**src/rtl/rxq_pkg.sv**
```systemverilog
package rxq_pkg;

    localparam int unsigned RXQ_DEPTH_DEF = 12;
    localparam int unsigned RXQ_WIDTH_DEF = 16;

    // Per-cycle decisions taken from the current level and the strobes
    typedef struct packed {
        logic store;   // push accepted into storage
        logic fetch;   // pop of a non-empty queue
        logic blank;   // pop of an empty queue: read word forced to zero
        logic drop;    // push arriving while full
    } rxq_evt_t;

    typedef enum logic [1:0] {
        OVR_KEEP  = 2'd0,
        OVR_SET   = 2'd1,
        OVR_CLEAR = 2'd2
    } rxq_ovr_act_t;

    // Circular pointer advance
    function automatic int unsigned rxq_step(input int unsigned ptr, input int unsigned depth);
        return (ptr + 1 == depth) ? 0 : ptr + 1;
    endfunction

endpackage

```
**src/rtl/rxq_storage.sv**
```systemverilog
module rxq_storage
    import rxq_pkg::*;
#(
    parameter int unsigned DEPTH = RXQ_DEPTH_DEF,
    parameter int unsigned WIDTH = RXQ_WIDTH_DEF
) (
    input  logic             clk,
    input  logic             rst,
    input  logic             wr_en,
    input  logic [WIDTH-1:0] wr_data,
    input  logic             rd_en,
    input  logic             rd_blank,
    output logic [WIDTH-1:0] rd_data
);
    localparam int unsigned PTR_W = (DEPTH > 1) ? $clog2(DEPTH) : 1;

    logic [WIDTH-1:0] mem [DEPTH];
    logic [PTR_W-1:0] wr_ptr;
    logic [PTR_W-1:0] rd_ptr;

    always_ff @(posedge clk) begin
        if (wr_en) begin
            mem[wr_ptr] <= wr_data;
        end
    end

    always_ff @(posedge clk) begin
        if (rst) begin
            wr_ptr  <= '0;
            rd_ptr  <= '0;
            rd_data <= '0;
        end else begin
            if (wr_en) begin
                wr_ptr <= PTR_W'(rxq_step(int'(wr_ptr), DEPTH));
            end
            if (rd_en) begin
                rd_data <= mem[rd_ptr];
                rd_ptr  <= PTR_W'(rxq_step(int'(rd_ptr), DEPTH));
            end else if (rd_blank) begin
                rd_data <= '0;
            end
        end
    end

endmodule

```
**src/rtl/rxq_level.sv**
```systemverilog
module rxq_level
    import rxq_pkg::*;
#(
    parameter int unsigned DEPTH  = RXQ_DEPTH_DEF,
    parameter int unsigned THRESH = RXQ_DEPTH_DEF / 2,
    parameter int unsigned LVL_W  = $clog2(RXQ_DEPTH_DEF + 1)
) (
    input  logic             clk,
    input  logic             rst,
    input  logic             inc,
    input  logic             dec,
    output logic [LVL_W-1:0] level,
    output logic             svc_flag
);
    logic [LVL_W-1:0] lvl_next;

    always_comb begin
        unique case ({inc, dec})
            2'b10:   lvl_next = level + LVL_W'(1);
            2'b01:   lvl_next = level - LVL_W'(1);
            default: lvl_next = level;
        endcase
    end

    // Flag registered from the next level so it moves together with level
    always_ff @(posedge clk) begin
        if (rst) begin
            level    <= '0;
            svc_flag <= 1'b0;
        end else begin
            level    <= lvl_next;
            svc_flag <= (lvl_next >= LVL_W'(THRESH));
        end
    end

endmodule

```
**src/rtl/rxq_overrun.sv**
```systemverilog
module rxq_overrun
    import rxq_pkg::*;
(
    input  logic clk,
    input  logic rst,
    input  logic drop,
    input  logic clr_wr,
    output logic ovr
);
    rxq_ovr_act_t act;

    // A lost sample outranks the clear in the same cycle
    always_comb begin
        if (drop) begin
            act = OVR_SET;
        end else if (clr_wr) begin
            act = OVR_CLEAR;
        end else begin
            act = OVR_KEEP;
        end
    end

    always_ff @(posedge clk) begin
        if (rst) begin
            ovr <= 1'b0;
        end else begin
            unique case (act)
                OVR_SET:   ovr <= 1'b1;
                OVR_CLEAR: ovr <= 1'b0;
                default:   ovr <= ovr;
            endcase
        end
    end

endmodule

```
**src/rtl/rx_overrun_fifo.sv**
```systemverilog
module rx_overrun_fifo
    import rxq_pkg::*;
#(
    parameter int unsigned DEPTH = RXQ_DEPTH_DEF,
    parameter int unsigned WIDTH = RXQ_WIDTH_DEF
) (
    input  logic                       clk,
    input  logic                       rst,
    input  logic                       push_valid,
    input  logic [WIDTH-1:0]           push_data,
    input  logic                       pop_strobe,
    output logic [WIDTH-1:0]           pop_data,
    output logic [$clog2(DEPTH+1)-1:0] level,
    input  logic                       req_enable,
    output logic                       svc_req_flag,
    output logic                       svc_irq,
    input  logic                       ovr_clr_wr,
    output logic                       ovr_status,
    output logic                       ovr_irq
);
    localparam int unsigned LVL_W  = $clog2(DEPTH + 1);
    localparam int unsigned THRESH = DEPTH / 2;

    rxq_evt_t evt;
    logic     is_full;
    logic     is_empty;

    assign is_full  = (level == LVL_W'(DEPTH));
    assign is_empty = (level == '0);

    always_comb begin
        evt.store = push_valid && !is_full;
        evt.drop  = push_valid &&  is_full;
        evt.fetch = pop_strobe && !is_empty;
        evt.blank = pop_strobe &&  is_empty;
    end

    rxq_storage #(
        .DEPTH (DEPTH),
        .WIDTH (WIDTH)
    ) store_i (
        .clk      (clk),
        .rst      (rst),
        .wr_en    (evt.store),
        .wr_data  (push_data),
        .rd_en    (evt.fetch),
        .rd_blank (evt.blank),
        .rd_data  (pop_data)
    );

    rxq_level #(
        .DEPTH  (DEPTH),
        .THRESH (THRESH),
        .LVL_W  (LVL_W)
    ) level_i (
        .clk      (clk),
        .rst      (rst),
        .inc      (evt.store),
        .dec      (evt.fetch),
        .level    (level),
        .svc_flag (svc_req_flag)
    );

    rxq_overrun ovr_i (
        .clk    (clk),
        .rst    (rst),
        .drop   (evt.drop),
        .clr_wr (ovr_clr_wr),
        .ovr    (ovr_status)
    );

    assign svc_irq = svc_req_flag & req_enable;
    assign ovr_irq = ovr_status;

endmodule

```
**config.mk**
```make
export PLATFORM = sky130hd
export DESIGN_NAME = rx_overrun_fifo
export DESIGN_NICKNAME = d
export VERILOG_FILES = /design/src/rtl/rxq_pkg.sv /design/src/rtl/rxq_storage.sv /design/src/rtl/rxq_level.sv /design/src/rtl/rxq_overrun.sv /design/src/rtl/rx_overrun_fifo.sv
export SDC_FILE = /design/constraint.sdc
export NUM_CORES = 1
export LEC_CHECK = 0
export ABC_AREA = 1
export ABC_CLOCK_PERIOD_IN_PS = 2300
export BUFFER_PORTS_ARGS = -buffer_cell sky130_fd_sc_hd__buf_4
export CORE_UTILIZATION = 35
export DETAILED_ROUTE_END_ITERATION = 10
export PLACE_DENSITY = 0.52
export RECOVER_POWER = 100
export SLEW_MARGIN = 10
export SYNTH_ARGS = -nofsm -noshare
export SYNTH_HDL_FRONTEND = slang
export SYNTH_HIERARCHICAL = 1
export SYNTH_SLANG_ARGS = --single-unit
```
**constraint.sdc**
```tcl
create_clock -name clk -period 2.3 [get_ports clk]
set_input_delay 0.115 -clock clk [delete_from_list [all_inputs] [get_ports clk]]
set_output_delay 0.115 -clock clk [all_outputs]
set_load 0.02 [all_outputs]
```
# --- After elaboration in Yosys (flattened, before gate mapping) ---
# Memory sizes are Yosys's and may differ from the RTL's. A register that Yosys moved wholly into a read port is not among the register bits.
# Index checks and enable logic that the tools add are counted.
totals:
  mem_count: 1
  elab_cells: 41
  ram_bits: 192
  mem_bits_ro: 0
  register_bits: 30
  out_inout_bits: 24
  latch_bits: 0
  in_bits: 22
memory_table:
  columns: ["memory", "words", "width", "read_ports", "rd_ports_with_merged_regs", "write_ports", "line", "source"]
  rows:
  - ["store_i.mem", 12, 16, 1, 1, 1, "rxq_storage.sv:17", "logic [WIDTH-1:0] mem [DEPTH];"]
op_classes:
  reduce_logical: 9
  n_addsub: 4
  eq_ne: 7
  bitwise: 1
  n_mul: 0
  mux: 12
  n_lt_le_gt_ge: 1
  shift: 0
  div: 0
ops:
  columns: ["operator", "n"]
  rows:
  - ["16-bit 2-to-1 mux", 2]
  - ["4-bit 2-to-1 mux", 4]
  - ["4-bit by 1-bit adder with 5-bit output (second input constant)", 2]
  - ["5-bit by 4-bit == test with 1-bit output (second input constant)", 2]
  - ["4-bit one-hot mux with 2 select lines", 1]
  - ["4-bit by 1-bit adder with 4-bit output (second input constant)", 1]
  - ["2-bit by 1-bit == test with 1-bit output (second input constant)", 2]
  - ["2-bit == test (second input constant)", 2]
  - ["4-bit == test (second input constant)", 1]
  - ["4-bit by 3-bit >= comparator with 1-bit output (second input constant)", 1]
  - ["1-bit logical AND", 4]
  - ["4-bit zero test", 1]
  - ["2-bit 2-to-1 mux", 2]
  - ["2-bit nonzero test", 2]
  - ["4-bit by 1-bit subtractor with 4-bit output (second input constant)", 1]
  - ["1-bit zero test", 2]
  - ["1-bit 2-to-1 mux", 2]
  - ["1-bit one-hot mux with 2 select lines", 1]
  - ["1-bit AND", 1]

# --- Logic depth before layout (Yosys ltp) ---
# Gate-level depths: netlist of run 1.
depth:
  depth_word: 6
  mapped_depth: 14
  mapped_depth_nobuf: 14

# --- Modules after synthesis ---
# Netlist of run 1, hierarchy kept.
by_module_without_submodules:
  columns: ["mod", "seq_area_each_um2", "instances", "area_each_um2", "cells_per_inst"]
  rows:
  - ["rxq_storage", 6326.1, 1, 8984.9, 825]
  - ["rxq_level", 100.1, 1, 306.5, 44]
  - ["rx_overrun_fifo", 0.0, 1, 65.1, 15]
  - ["rxq_overrun", 20.0, 1, 40.0, 5]

# --- Worst setup path before layout of run 1 ---
# No wires, ideal clock.
synth_path:
  path_kind: "register -> register"
  startpoint: "register level_i.level[1]"
  endpoint: "memory store_i/mem[11][0] in the netlist's numbering, enable pin"
  setup_time_ns: 0.391
  stages_incl_launch_ff: 6
  synth_period_minus_slack_ns: 2.231
  arrival_time_ns: 1.839
  required_time_ns: 1.909
  path_buffers: 1
  setup_slack_ns: 0.069
  path_cell_list: "dfxtp_1 nor2_2 a21oi_1 buf_2 nand2_1 nor2_1"
synth_rtl:
  columns: ["item", "line", "source"]
  rows:
  - ["start, declared", "rxq_level.sv:12", "output logic [LVL_W-1:0] level,"]
  - ["start signal, assigned", "rxq_level.sv:31", "level <= lvl_next;"]
  - ["end, declared", "rxq_storage.sv:17", null]

==> out/qor.csv, run 1 <==
metric,value,unit
GR Overflow Total,0,
register-to-register path setup slack,0.28,ns
worst setup path class,flip-flop to flip-flop,
Yosys cell types,27,
final cycle utilization of the critical path,87.9,%
CTS tree,yes,
global placer's final weighted congestion,0.748,
Clock transition at path regs,0.06,ns
Max VDD drop,612,uV
total power per unit cell area,1060,nW/um2
"commonest non-fill, non-tap cell in the layout",nand2_1,
# rows,59,
Starting DRT DRC Count,412,
die width,166,um
YS warnings,6,
worst-skew pair later-pin latency,0.52,ns
CP arrival,2.25,ns
GRT Util Overall,16.8,%
via count,6201,
reg2reg end,store_i/mem[11][5],
hold path depth,6,
Fin Hold WS,0.187,ns
DR vias/cell,4.70,
"Hold Vio Cnt, Final",0,
core area,26200,um2
DRT antenna net count,0,
CTS Root Cell,clkbuf_16,
worst hold endpoint,store_i/rd_data[10],
initial antenna violation count,0,
Rel. slew slack,47.8,%
status,finished with violations,
IO Pins,46,
initial core utilization,35.9,%
max-slew violation count,0,
sw power,3.78,mW
setup TNS,0,ns
# port buffers,45,
TritonRoute pass-1 iters,8,
Yosys reg bits,226,
clock tree buffer depth,3,
Final Skew,0.00903,ns
sequential cell area fraction in the yosys report,68.6,%
CP max FO,13,
ANT cells,0,
Net Sw Frac,32.4,%
Area Overhead vs Synth,17.5,%
number of max-cap violations,0,
Post-Syn Area,9400,um2
clock share of power,32.9,%
startpoint types,flip-flop,
Worst Min Path Start,pop_strobe,
CP Capture Type,flip-flop,
Critical Path RT,2.53,ns
Pint,7.89,mW
post-CTS setup buffers,0,
LEAKAGE,4.32,nW
RR Startpoint,level_i/level[1],
failing checks,design-rule violations,
setup ws final,0.278,ns
WL final,22500,um
DIE AREA,27500,um2
RSZ-0062 raised after global routing,false,
Nets,993,
Sequential Power Share,41.6,%
largest net degree at the start of global routing,97,
global-route wire length before repair,35400,um
CTS HTree Levels,1,
R2R cell count,6,
fmax,495,MHz
Comb power frac,25.5,%
Hold Crit Class,input port to flip-flop,
most frequent cells in the layout,"nand2_1, edfxtp_1, nand3_1",
die height,166,um
DRC,5,
Num CTS Buffers,26,
syn_area_per_cell,10.6,um2
Worst Setup SP,level_i/level[1],
syn_nets,919,
layout cells sized above 1,8.04,%
post-placement setup slack,0.257,ns
min Tclk post-route,2.02,ns
wire per inst,17.0,um
number of global-route vias before repair,6197,
Post-Synthesis Cells,889,
Slew @ Worst Pin,0.783,ns
DP HPWL,12900,um
TritonCTS Sinks,226,
# setup viols final,0,
cell usage after synthesis:
cell type | n | area [um2]
xor2_1 | 1 | 8.76
nand3_1 | 164 | 821
nor2_1 | 33 | 124
nand3_2 | 1 | 10.0
buf_2 | 21 | 105
a21oi_1 | 28 | 140
nand2_1 | 263 | 987
nor2_2 | 1 | 6.26
inv_1 | 104 | 390
or2_1 | 1 | 6.26
ha_1 | 8 | 100
o21ai_1 | 1 | 5.00
xnor2_1 | 1 | 8.76
inv_2 | 1 | 3.75
o211ai_1 | 1 | 7.51
dfxtp_1 | 34 | 681
buf_6 | 8 | 90.1
inv_4 | 1 | 6.26
clkbuf_1 | 8 | 30.0
nand4_1 | 1 | 6.26
edfxtp_1 | 192 | 5770
nand2_2 | 1 | 6.26
a21oi_2 | 1 | 8.76
buf_1 | 3 | 11.3
a211oi_1 | 1 | 7.51
buf_4 | 4 | 30.0
o21ai_0 | 6 | 30.0
worst max-delay path by stage:
stage / to / slack, ns / cells past startpoint
after global routing: level_i/svc_flag / 0.02 / 12
after CTS: level_i/level[2] / 0.23 / 13
after floorplan: store_i/mem[11][0] / 0.07 / 5
after global placement: level_i/svc_flag / 0.31 / 13
after detailed placement: level_i/level[2] / 0.26 / 13
final: store_i/mem[11][5] / 0.28 / 6
registers in the layout (all words and copies together) (netlist names), named ones only:
signal	count
level_i/level	4
store_i/rd_data	16
store_i/wr_ptr	4
store_i/mem	192
ovr_i/ovr	1
level_i/svc_flag	1
store_i/rd_ptr	4
layout make-up:
cell class / instances / area [um2]
Inverter: 106 / 400
Multi-Input combinational cell: 513 / 2300
Timing Repair Buffer: 90 / 677
Tap cell: 335 / 419
Sequential cell: 226 / 6450
Clock inverter: 11 / 75.1
Fill cell: 2534 / 15200
Clock buffer: 37 / 723
power by group through the flow:
stage / registers [mW] / logic (mW) / clock network, mW
after floorplan: 5.05 / 1.98 / 0
after global placement: 4.94 / 3.12 / 0
after detailed placement: 4.94 / 3.13 / 0
after CTS: 4.86 / 3.16 / 3.94
after global routing: 4.88 / 3.37 / 4.11
final: 4.85 / 2.98 / 3.84
layer usage:
layer	vias to the layer above	part of all wire [%]	global-route usage [%]
li1	3102	-	-
met1	2968	47	23.5
met2	109	47	27.6
met3	22	4.9	2.50
met4	0	1.3	3.66
met5	-	0	0
critical path: stages, from the launching register on:
cell and delay, ns:
dfxtp_1 0.42, nor2_2 0.10, a21oi_2 0.16, buf_4 0.18, nand2_1 0.12, nor2_1 0.50
buf_12 0.23
kinds of logic after synthesis:
kind of cell | share of synthesized area (%)
compound gates | 2.12
xor+xnor | 0.186
simple gates | 20.9
buf+inv | 7.10
fa+ha+maj | 1.07
flops | 68.6
stage by stage:
stage	cell area [um2]	util [%]	cells	power, mW
finish	11000	42.1	1318	11.7
detailed placement	10200	39.1	1251	8.07
CTS	11200	42.9	1318	12.0
global placement	10200	39.1	1251	8.06
global route	11000	42.1	1318	12.4
floorplan	9400	-	889	7.03
repair_timing:
action | CTS | global route
hold buffers | 19 | 0
endpoints found under the setup margin | 0 | 2
endpoints found under the hold margin | 209 | 0
gates resized for setup | 0 | 2
(Power assumes the default switching activity.)
==> inputs of run 2 (changes only) <==
Settings changed: ABC_AREA 1 to default, CORE_MARGIN from default to 4.
==> run 2 against run 1 <==
Compared with the run above: the run now ends clean; count of clock-buffer cells in the layout down 10; global-route usage down 3.2 points; critical endpoint is now store_i/mem[1][5]; combinational power down 35%; first-iteration DRC count down 35%; sequential share of layout area up 1.3 points; design area down 2.1%.
==> out/qor.csv, run 2 <==
metric,value,unit
# rows,58,
post-placement setup slack,-0.0582,ns
Max VDD drop,707,uV
worst-skew pair later-pin latency,0.50,ns
Net Sw Frac,25.2,%
Critical Path RT,2.49,ns
CTS HTree Levels,1,
CP max FO,12,
syn_nets,519,
top-count cell post-synth,edfxtp_1,
global placer's final weighted congestion,0.708,
sw power,2.73,mW
largest net degree at the start of global routing,45,
max-slew violation count,0,
Top Registers,"store_i/mem: 192 flops, store_i/rd_data: 16 flops",
RSZ-0062 raised after global routing,true,
Yosys reg bits,226,
WL final,18800,um
sequential cell area fraction in the yosys report,72.3,%
number of global-route vias before repair,4984,
initial antenna violation count,0,
Finished Core Util,43.0,%
CP arrival,2.38,ns
YS warnings,6,
Placed Area,9830,um2
via count,4604,
leading area contributor after synthesis,edfxtp_1,
DR vias/cell,4.88,
wire per inst,19.9,um
die width,168,um
Post-Syn Area,8910,um2
CTS Root Cell,clkbuf_16,
dpl cells,877,
LEAKAGE,3.61,nW
status,"finished, final reports clean",
"commonest non-fill, non-tap cell in the layout",edfxtp_1,
# port buffers,45,
Clock transition at path regs,0.06,ns
DP HPWL,11600,um
Hold Crit Class,input port to flip-flop,
Starting DRT DRC Count,267,
most frequent cells in the layout,"edfxtp_1, buf_4, clkbuf_1, nand2_1, mux2i_1",
number of synthesized flops with an enable pin,192,
CTS tree,yes,
GR Overflow Total,0,
IO Pins,46,
core area,25100,um2
Synth area leaders,"edfxtp_1, dfxtp_1, mux4_2",
Num CTS Buffers,25,
"Hold Vio Cnt, Final",0,
setup ws final,0.103,ns
DIE AREA,28100,um2
"Design Area, Final",10800,um2
Sequential Power Share,44.8,%
initial core utilization,35.5,%
clock share of power,37.4,%
DRC,0,
asr flop ratio synth,0,%
syn_area_per_cell,18.2,um2
TritonRoute pass-1 iters,4,
clock tree buffer depth,3,
TritonCTS Sinks,226,
Post-Synthesis Cells,489,
Rel. slew slack,44.7,%
Yosys cell types,43,
layout cells sized above 1,25.1,%
Yosys top cell area share,64.7,%
Area Overhead vs Synth,21.2,%
Final Skew,0.00765,ns
Top reg by flops,store_i/mem,
final cycle utilization of the critical path,95.5,%
startpoint types,flip-flop,
Pint,8.08,mW
Nets,626,
GRT Util Overall,13.5,%
number of max-cap violations,0,
min Tclk post-route,2.20,ns
top_reg_cell synth,edfxtp_1,
total power per unit cell area,1000,nW/um2
fmax,455,MHz
Layout Cells excl Fill,943,
Comb power frac,17.8,%
ANT cells,0,
CP Capture Type,flip-flop,
setup TNS,0,ns
worst setup path class,flip-flop to flip-flop,
# setup viols final,0,
Slew @ Worst Pin,0.825,ns
max FFs per register,192,
Commonest cells post-synth,"edfxtp_1, nand2_1, mux2i_1, dfxtp_1, mux4_2",
DRT antenna net count,0,
global-route wire length before repair,29300,um
die height,168,um
-- run 2: changes by cell type after synthesis, moves of 17 or more --
cell / delta
a21oi_1: -24
inv_1: -98
mux2_2: +17
mux2i_1: +36
mux4_2: +20
nand2_1: -226
nand3_1: -164
nor2_1: -20
-- run 2: worst paths after layout --
| path | from | end | slack [ns] | cells past startpoint |
|---|---|---|---|---|
| max | level_i/level[1] | store_i/mem[1][5] | 0.10 | 9 |
| min | pop_strobe | flip-flop | 0.28 | 5 |
| max reg2reg | level_i/level[1] | store_i/mem[1][5] | 0.10 | 9 |
| min reg2reg | store_i/rd_data[11] | store_i/rd_data[11] | 0.43 | 2 |
-- run 2: logic make-up (layout without fill, tap and decap cells) --
logic type / Yosys count / after routing / synth area share [%]
buffers and inverters: 32 / 156 / 2.11
and+or+nand+nor: 86 / 86 / 4.81
adders and majority gates: 8 / 8 / 1.12
AOI/OAI and AO/OA: 47 / 47 / 4.38
muxes: 85 / 85 / 14.8
DFF: 226 / 226 / 72.3
xor gates and xnor gates: 5 / 5 / 0.491
-- run 2: stage by stage --
step	power (mW)	hold slack (ns)
6_report	10.8	0.277
5_1_grt	11.3	0.312
4_1_cts	11.0	0.268
3_5_place_dp	6.87	0.385
3_3_place_gp	6.82	0.377
2_1_floorplan	6.17	0.177
-- run 2: power groups by stage --
stage | clock network [mW] | registers (mW) | logic [mW]
floorplan | 0 | 5.01 | 1.16
global placement | 0 | 4.89 | 1.93
detailed placement | 0 | 4.91 | 1.96
CTS | 4.16 | 4.82 | 2.00
global route | 4.32 | 4.87 | 2.12
finish | 4.04 | 4.84 | 1.93
-- run 2: layout make-up --
| class | count | area, um2 |
|---|---|---|
| inverters | 6 | 22.5 |
| repair buffers | 106 | 737 |
| clock inverters | 17 | 213 |
| multi-input cells | 231 | 2330 |
| fillers | 2316 | 14300 |
| flip-flops and latches | 226 | 6450 |
| well taps | 330 | 413 |
| clock buffers | 27 | 633 |
-- run 2: worst max-delay path, stage by stage (launching register included) --
cell	delay, ns
dfxtp_2	0.37
nor2_1	0.08
a31oi_2	0.18
buf_4	0.13
buf_4	0.09
buf_4	0.08
buf_4	0.14
nor3b_1	0.28
and2_1	0.24
buf_4	0.29
-- run 2: metal layers --
layer / vias up / track usage [%] / routed length, um
met2: 91 / 23.1 / 9320
met4: 0 / 3.18 / 281
li1: 2136 / - / -
met1: 2356 / 18.2 / 8390
met5: - / 0 / 0
met3: 21 / 2.29 / 800
-- run 2: timing repair --
| item | 4_1_cts | 5_1_grt |
|---|---|---|
| pin swaps | 2 | 4 |
| endpoints found under the hold margin | 205 | 0 |
| resized for setup | 2 | 10 |
| setup buffers | 3 | 0 |
| hold buffers | 19 | 0 |
| endpoints found under the setup margin | 1 | 29 |
==> inputs of run 3 (changes only) <==
Settings changed: PLACE_DENSITY 0.52 to default.
==> run 3 against run 2 <==
Compared with the run above: clock skew is 0.0047 ns higher; worst setup slack better by 0.025 ns; count of clock-buffer cells in the layout is 9 higher; combinational power hardly changed; via count is 0.17% lower; critical path type unchanged; critical endpoint is now level_i/svc_flag.
==> out/qor.csv, run 3 (synthesis gave the netlist of run 2 again) <==
metric,value,unit
status,"finished, final reports clean",
largest net degree at the start of global routing,35,
global-route wire length before repair,28100,um
DP HPWL,10700,um
area occupied by multi-input gates,2340,um2
total power per unit cell area,1010,nW/um2
Nets,617,
Num CTS Buffers,25,
TritonRoute pass-1 iters,4,
"commonest non-fill, non-tap cell in the layout",edfxtp_1,
crit-path cells,"nor4_4, nor2b_2, buf_4, ha_2, nand3b_1, a2111oi_4, or2_1, o221ai_2",
most frequent cells in the layout,"edfxtp_1, clkbuf_1, nand2_1",
Area Overhead vs Synth,21.3,%
Slew @ Worst Pin,0.805,ns
Top reg by flops,store_i/mem,
Critical Path RT,2.70,ns
Max VDD drop,533,uV
sum of buffers and inverters on the critical path,1,
Final Skew,0.0123,ns
DIE AREA,28100,um2
fillcell total,2248,
initial antenna violation count,0,
die width,168,um
Sequential Power Share,44.5,%
Fin Hold WS,0.232,ns
min Tclk post-route,2.17,ns
DR vias/cell,4.91,
startpoint types,flip-flop,
CTS HTree Levels,1,
wire per inst,19.4,um
TritonCTS Sinks,226,
sw power,2.77,mW
fmax,460,MHz
Pint,8.14,mW
CTS Root Cell,clkbuf_16,
slowest CP cell,a2111oi_4,
DRT antenna net count,0,
# port buffers,45,
CP max FO,9,
clock tree buffer depth,3,
Rel. slew slack,46.1,%
number of max-cap violations,0,
register area,6460,um2
via count,4596,
IO Pins,46,
post-placement setup slack,-0.0445,ns
number of global-route vias before repair,4905,
core area,25100,um2
worst-skew pair later-pin latency,0.53,ns
initial core utilization,35.5,%
Net Sw Frac,25.4,%
Worst path top cell family by delay,simple AND/OR/NAND/NOR gates,
worst setup path class,flip-flop to flip-flop,
layout cells sized above 1,23.8,%
die height,168,um
max FFs per register,192,
Hold Crit Class,input port to flip-flop,
ANT cells,0,
# setup viols final,0,
CP arrival,2.57,ns
WL final,18100,um
CP Capture Type,flip-flop,
final cycle utilization of the critical path,94.4,%
Starting DRT DRC Count,247,
clock share of power,38.0,%
max-slew violation count,0,
Tot Pwr,10.9,mW
setup ws final,0.128,ns
LEAKAGE,3.59,nW
CTS tree,yes,
Clock transition at path regs,0.06,ns
# rows,58,
global placer's final weighted congestion,0.756,
GR Overflow Total,0,
"slowest stage delay, CP",0.38,ns
GRT Util Overall,12.9,%
Top Registers,"store_i/mem: 192 flops, store_i/rd_data: 16 flops",
"Hold Vio Cnt, Final",0,
Comb power frac,17.5,%
DRC,0,
-- run 3: cell count changes in the layout (fill, tap and decap cells not counted), moves of 2 or more --
cell / delta
clkbuf_8: +5
clkbuf_1: +6
buf_4: -15
bufinv_16: -2
buf_12: +3
clkinv_1: -5
dfxtp_2: -2
clkinvlp_4: -2
-- run 3: area by class of cell --
class | instances | share of cell area (%)
clock buffer | 36 | 6.83
clock inverter | 10 | 1.39
inverter | 6 | 0.208
multi-input combinational | 231 | 21.6
sequential | 226 | 59.7
tap | 330 | 3.82
timing repair buffer | 97 | 6.43
-- run 3: repair_timing --
action / CTS / global route
setup buffers: 0 / 3
pin swaps: 1 / 6
gates resized for setup: 1 / 11
endpoints found under the hold margin: 205 / 0
endpoints found under the setup margin: 1 / 3
hold buffers: 19 / 0
-- run 3: power groups by stage --
| stage | combinational [mW] | sequential [mW] | clock [mW] |
|---|---|---|---|
| floorplan | 1.16 | 5.01 | 0 |
| global placement | 1.87 | 4.91 | 0 |
| detailed placement | 1.92 | 4.93 | 0 |
| CTS | 1.95 | 4.85 | 4.24 |
| global route | 2.08 | 4.88 | 4.44 |
| finish | 1.91 | 4.86 | 4.14 |
-- run 3: through the flow --
step                util (%)  cell area [um2]  TNS, ns  std cells
global placement        39.0             9800        0        868
CTS                     43.3            10900        0        933
detailed placement      39.0             9800  -0.0445        868
finish                  43.1            10800        0        936
floorplan                  -             8920        0        489
global route            43.1            10800  -0.0980        936
-- run 3: path summary, 6_finish.rpt --
check / cells past startpoint / end / slack, ns / startpoint
max: 8 / level_i/svc_flag / 0.13 / level_i/level[1]
min: 6 / store_i/wr_ptr[1] / 0.23 / push_valid
max reg2reg: 8 / level_i/svc_flag / 0.13 / level_i/level[1]
min reg2reg: 2 / store_i/rd_data[5] / 0.44 / store_i/rd_data[5]
-- run 3: worst reg2reg max path, stage by stage (launching register included) --
cell and delay [ns]:
dfxtp_4 0.36, nor4_4 0.30, nor2b_2 0.10, buf_4 0.18, ha_2 0.21, nand3b_1 0.22, a2111oi_4 0.39, or2_1 0.19
o221ai_2 0.11
-- run 3: routing by layer --
metal  global-route usage [%]  up-vias  part of all wire [%]
li1                         -     2129                     -
met4                     3.81        0                   1.7
met2                     22.7       97                    52
met3                     1.94       21                   4.3
met5                        0        -                     0
met1                     16.6     2349                    42
